==> config.mk <==
export PLATFORM = sky130hd
export DESIGN_NAME = i2c_bus_unjam
export DESIGN_NICKNAME = d
export VERILOG_FILES = /design/src/rtl/unjam_pkg.sv /design/src/rtl/unjam_step_timer.sv /design/src/rtl/unjam_seq.sv /design/src/rtl/i2c_bus_unjam.sv
export SDC_FILE = /design/constraint.sdc
export NUM_CORES = 1
export LEC_CHECK = 0
export BUFFER_PORTS_ARGS = -buffer_cell sky130_fd_sc_hd__buf_2
export CORE_MARGIN = 1
export CORE_UTILIZATION = 50
export DETAILED_ROUTE_END_ITERATION = 12
export GPL_ROUTABILITY_DRIVEN = 0
export HOLD_SLACK_MARGIN = 0.02
export PLACE_DENSITY_LB_ADDON = 0.2
export SLEW_MARGIN = 40
export SYNTH_ARGS = -nofsm -noshare
export SYNTH_HDL_FRONTEND = slang
export SYNTH_SLANG_ARGS = --single-unit
==> constraint.sdc <==
create_clock -name clk -period 2.3 [get_ports clk]
set_input_delay 0.23 -clock clk [delete_from_list [all_inputs] [get_ports clk]]
set_output_delay 0.23 -clock clk [all_outputs]
set_load 0.01 [all_outputs]
==> src/rtl/unjam_pkg.sv <==
package unjam_pkg;

  typedef struct packed {
    logic scl_low;
    logic sda_low;
  } pull_t;

  // Pad pulls for a given step index; pulses = number of SCL clocks.
  function automatic pull_t step_pulls(input int unsigned idx, input int unsigned pulses);
    pull_t p;
    int unsigned tail;
    p = '0;
    if (idx < 2 * pulses) begin
      p.scl_low = idx[0];
    end else begin
      tail = idx - 2 * pulses;
      case (tail)
        0, 1: p.scl_low = 1'b1;
        2: begin
          p.scl_low = 1'b1;
          p.sda_low = 1'b1;
        end
        3: p.sda_low = 1'b1;
        default: p = '0;
      endcase
    end
    return p;
  endfunction

endpackage

==> src/rtl/unjam_step_timer.sv <==
module unjam_step_timer #(
  parameter int unsigned STEP_CYCLES = 500
) (
  input  logic clk,
  input  logic rst_n,
  input  logic run,
  output logic step_end
);
  localparam int unsigned CNT_W = (STEP_CYCLES > 1) ? $clog2(STEP_CYCLES) : 1;
  localparam logic [CNT_W-1:0] LAST = CNT_W'(STEP_CYCLES - 1);

  logic [CNT_W-1:0] cnt;

  assign step_end = run && (cnt == LAST);

  always_ff @(posedge clk) begin
    if (!rst_n)        cnt <= '0;
    else if (!run)     cnt <= '0;
    else if (step_end) cnt <= '0;
    else               cnt <= cnt + 1'b1;
  end

  // Step counter never runs past the step length
  assert_cnt_bound_R6: assert property (@(posedge clk) disable iff (!rst_n)
    cnt <= LAST);

  // An idle timer restarts from zero
  assert_idle_clear_R6: assert property (@(posedge clk) disable iff (!rst_n)
    !run |=> cnt == '0);
endmodule

==> src/rtl/unjam_seq.sv <==
module unjam_seq #(
  parameter int unsigned TOTAL_STEPS = 23,
  localparam int unsigned IDX_W = $clog2(TOTAL_STEPS)
) (
  input  logic             clk,
  input  logic             rst_n,
  input  logic             start,
  input  logic             step_end,
  input  logic             sda_in,
  output logic             active,
  output logic [IDX_W-1:0] idx,
  output logic             done,
  output logic             stuck
);
  localparam logic [IDX_W-1:0] LAST_IDX = IDX_W'(TOTAL_STEPS - 1);

  always_ff @(posedge clk) begin
    if (!rst_n) begin
      active <= 1'b0;
      idx    <= '0;
      done   <= 1'b0;
      stuck  <= 1'b0;
    end else begin
      done <= 1'b0;
      if (!active) begin
        if (start) begin
          active <= 1'b1;
          idx    <= '0;
          stuck  <= 1'b0;
        end
      end else if (step_end) begin
        if (idx == LAST_IDX) begin
          active <= 1'b0;
          done   <= 1'b1;
          stuck  <= ~sda_in;
        end else begin
          idx <= idx + 1'b1;
        end
      end
    end
  end

  // A request mid-run neither restarts nor advances the step index
  assert_start_ignored_R9: assert property (@(posedge clk) disable iff (!rst_n)
    (active && !step_end) |=> (active && idx == $past(idx)));

  // Completion marker lasts exactly one cycle
  assert_done_single_R8: assert property (@(posedge clk) disable iff (!rst_n)
    done |=> !done);

  // Completion only follows a running sequence
  assert_done_after_run_R8: assert property (@(posedge clk) disable iff (!rst_n)
    $rose(done) |-> $past(active) && !active);
endmodule

==> src/rtl/i2c_bus_unjam.sv <==
module i2c_bus_unjam
  import unjam_pkg::*;
#(
  parameter int unsigned CLK_HZ      = 100_000_000,
  parameter int unsigned STEP_CYCLES = CLK_HZ / 200_000,
  parameter int unsigned NUM_PULSES  = 9
) (
  input  logic clk,
  input  logic rst_n,
  input  logic start_i,
  input  logic sda_in_i,
  output logic pad_override_o,
  output logic scl_pull_low_o,
  output logic sda_pull_low_o,
  output logic active_o,
  output logic done_o,
  output logic bus_stuck_o
);
  localparam int unsigned TOTAL_STEPS = 2 * NUM_PULSES + 5;
  localparam int unsigned IDX_W       = $clog2(TOTAL_STEPS);

  logic             active;
  logic             step_end;
  logic [IDX_W-1:0] idx;
  pull_t            pulls;

  unjam_step_timer #(.STEP_CYCLES(STEP_CYCLES)) u_timer (
    .clk      (clk),
    .rst_n    (rst_n),
    .run      (active),
    .step_end (step_end)
  );

  unjam_seq #(.TOTAL_STEPS(TOTAL_STEPS)) u_seq (
    .clk      (clk),
    .rst_n    (rst_n),
    .start    (start_i),
    .step_end (step_end),
    .sda_in   (sda_in_i),
    .active   (active),
    .idx      (idx),
    .done     (done_o),
    .stuck    (bus_stuck_o)
  );

  always_comb begin
    pulls = step_pulls(32'(idx), NUM_PULSES);
    if (!active) pulls = '0;
  end

  assign pad_override_o = active;
  assign active_o       = active;
  assign scl_pull_low_o = pulls.scl_low;
  assign sda_pull_low_o = pulls.sda_low;

  // Without override the pads are never pulled
  assert_release_idle_R2: assert property (@(posedge clk) disable iff (!rst_n)
    !pad_override_o |-> (!scl_pull_low_o && !sda_pull_low_o));

  // Never move both lines on the same edge
  assert_one_line_moves_R10: assert property (@(posedge clk) disable iff (!rst_n)
    $stable(scl_pull_low_o) || $stable(sda_pull_low_o));

  // SDA is only ever pulled while SCL is low or in the STOP steps
  assert_sda_in_stop_R5: assert property (@(posedge clk) disable iff (!rst_n)
    sda_pull_low_o |-> (32'(idx) >= 2 * NUM_PULSES + 1));
endmodule

==> metrics.md <==
| Metric | Value |
|---|---|
| Status | completed |
| Cell taking the most area after synthesis | dfxtp_1 |
| CTS sink count | 17 |
| Die ar. | between 2000 and 2500 sq um |
| RSZ-0062 raised after global routing | false |
| Synthesized area | 933 sq um |
| Final Hold Vio Count | 0 |
| Mapped Avg Cell Area | 9.06 sq um |
| Post-DP HPWL | 1270 um |
| Hold slack | between 0.2 and 0.25 ns |
| Core area | 1750 sq um |
| Post-route setup TNS | 0 ns |
| Area growth syn-to-layout | 11.5% |
| Pwr/cell area | 470 nW/um^2 |
| Pin count of the biggest net entering global routing | 11 |
| Critical path class | reg2out |
| Fillers | 170 |
| Seq/Total Area, Yosys | 36.5% |
| Vias per inst | roughly 5.5 |
| Setup crit start kind | register |
| Commonest cells in the netlist | dfxtp_1, nand2_1, nor2_1, ha_1 |
| Port bufs | 9 |
| Final worst clock skew | 0.00200 ns |
| Clock-pin slew on the worst setup and hold paths | 0.10 ns |
| Total of warnings raised by yosys | 0 |
| GRT Util Overall | between 10% and 20% |
| Fin crit share | roughly 90% |
| Crit-path max FO | 7 |
| Slew @ Worst Pin | 0.299 ns |
| Worst skew pair latency | roughly 0.29 ns |
| Peak VDD IR | 0.366 mV |
| H-Tree Depth | 1 |
| Lkg Pwr | 0.376 nW |
| Top_reg_cell synth | dfxtp_1 |
| Avg WL per Cell | 12.3 um |
| Most frequent cell after synthesis | dfxtp_1 |
| CP arrival | ~1.8 ns |
| Post-cts hold buffer count | 0 |
| I/O Pins | 10 |
| First-pass GRT wire length | 2750 um |
| Slew margin rel. | 80.0% |
| Critical path data required time | 2.07 ns |
| Tmin final | 2.07 ns |
| Synth Instances | ~100 |
| Starting Density | between 50% and 60% |
| Antenna Nets Post-Route | 0 |
| Clk root buf | clkbuf_4 |
| Die width | 45.2 um |
| Pre-antenna DRT Iters | 4 |
| Setup bufs post-CTS | 0 |
| Share of cells above drive strength 1 | a little under a fifth |
| MaxCap Viol Count | 0 |
| Total global routing overflow | 0 |
| EDFF count, synth | 0 |
| Row count | 15 |
| TritonCTS clock tree | built |
| CTS max path bufs | 2 |
| Total Power | a little under 0.0005 W |
| Post-synth ARST share | 0% |
| Syn nets | 114 |
| CP endpoint kind | output port |
| Gates resized, CTS repair | 0 |
| Vias in the first global route | 619 |
| Hold WC Path Type | in2reg |
| Max Fclk | 483 MHz |
| Fin. max-slew vios | 0 |
| Synth unique cells | 34 |
| Die Y | 45.2 um |
| Routed wire length | around 1700 um |
| Initial DRC count | 10 |
| Final net count | 128 |
| R2r setup slk | 0.37 ns |
| Antenna violations before repair | 0 |
| Diode count | 0 |
| CTS Buf Count | 3 |
| Post-synth top area share | 36.5% |
| Largest cells by area after synthesis | dfxtp_1, ha_1, nand2_1 |
| Final setup fails | 0 |
| Via count | 781 |
| Yosys reg bits | 17 |
| Residual DRC | 0 |
==> sequential cells by signal, summed over array words and instances (netlist names) <==
register,count
u_seq.active,1
u_seq.done,1
u_seq.idx,5
u_seq.stuck,1
u_timer.cnt,9
==> cells by family (layout without fill, tap and decap cells) <==
group / after synthesis / count (layout) / synth area share, %
muxes: 1 / 1 / 1.21
AOI/OAI and AO/OA: 25 / 25 / 16.9
buffers and inverters: 8 / 21 / 3.62
adders and majority gates: 7 / 7 / 9.38
DFF: 17 / 17 / 36.5
xor gates and xnor gates: 4 / 4 / 3.75
and+or+nand+nor: 41 / 41 / 28.7
==> report_power, final <==
group          leakage [nW]  total [W]  switching (W)  internal, W
Combinational         0.221  0.0000273      0.0000154    0.0000119
Sequential            0.137   0.000300     0.00000342     0.000297
Clock                0.0177   0.000162      0.0000972    0.0000647
Total                 0.376   0.000489       0.000116     0.000373
==> critical path, cell delays in order (launching register included) <==
cell and delay, ns:
dfxtp_1 0.46, inv_1 0.11, ha_1 0.23, or3_1 0.38, o2111ai_1 0.10, a21boi_0 0.11
buf_2 0.15
==> cell usage in the layout, fill, tap and decap left out, types with 2 or more instances in the layout <==
cell / n
dfxtp_1: 17
nor2_1: 9
nand2_1: 9
buf_2: 9
ha_1: 7
inv_1: 6
nand3_1: 6
a21oi_1: 6
o21ai_0: 4
or3_1: 4
o21ai_1: 3
a311oi_1: 3
clkbuf_4: 3
o211ai_1: 2
xor2_1: 2
nand2b_1: 2
a31oi_1: 2
xnor2_1: 2
nor3_1: 2
buf_4: 2
==> stage by stage <==
| stage | setup WS, ns | cells | cell area [sq um] | utilization [%] |
|---|---|---|---|---|
| floorplan | 0.526 | 103 | 933 | - |
| global placement | 0.454 | 137 | 1010 | 58.1 |
| detailed placement | 0.384 | 137 | 1010 | 58.1 |
| CTS | 0.235 | 141 | 1040 | 59.6 |
| global route | 0.0853 | 141 | 1040 | 59.6 |
| finish | 0.229 | 141 | 1040 | 59.6 |
==> area by class of cell <==
type | instances | area, sq um | share of cell area (%)
multi-input cells | 78 | 559 | 53.7
flip-flops and latches | 17 | 340 | 32.7
repair buffers | 11 | 60.1 | 5.77
well taps | 25 | 31.3 | 3.00
clock buffers | 3 | 22.5 | 2.16
inverters | 6 | 22.5 | 2.16
clock inverters | 1 | 5.00 | 0.481
==> path summary, 6_finish.rpt <==
path / start / end / cells after the start
max: u_seq.idx[0]$_SDFFE_PN0P_ / scl_pull_low_o / 6
min: rst_n / u_seq.stuck$_SDFFE_PN0P_ / 2
max reg2reg: u_seq.idx[0]$_SDFFE_PN0P_ / u_seq.idx[3]$_SDFFE_PN0P_ / 6
min reg2reg: u_timer.cnt[0]$_SDFF_PP0_ / u_timer.cnt[0]$_SDFF_PP0_ / 1
==> layer usage <==
metal	share of wire (%)	track usage, %	up-vias
met1	52	27.8	363
met4	1.6	9.09	0
li1	-	-	403
met5	0	0	-
met3	2.2	3.60	4
met2	44	26.1	11
(Power assumes the default switching activity.)
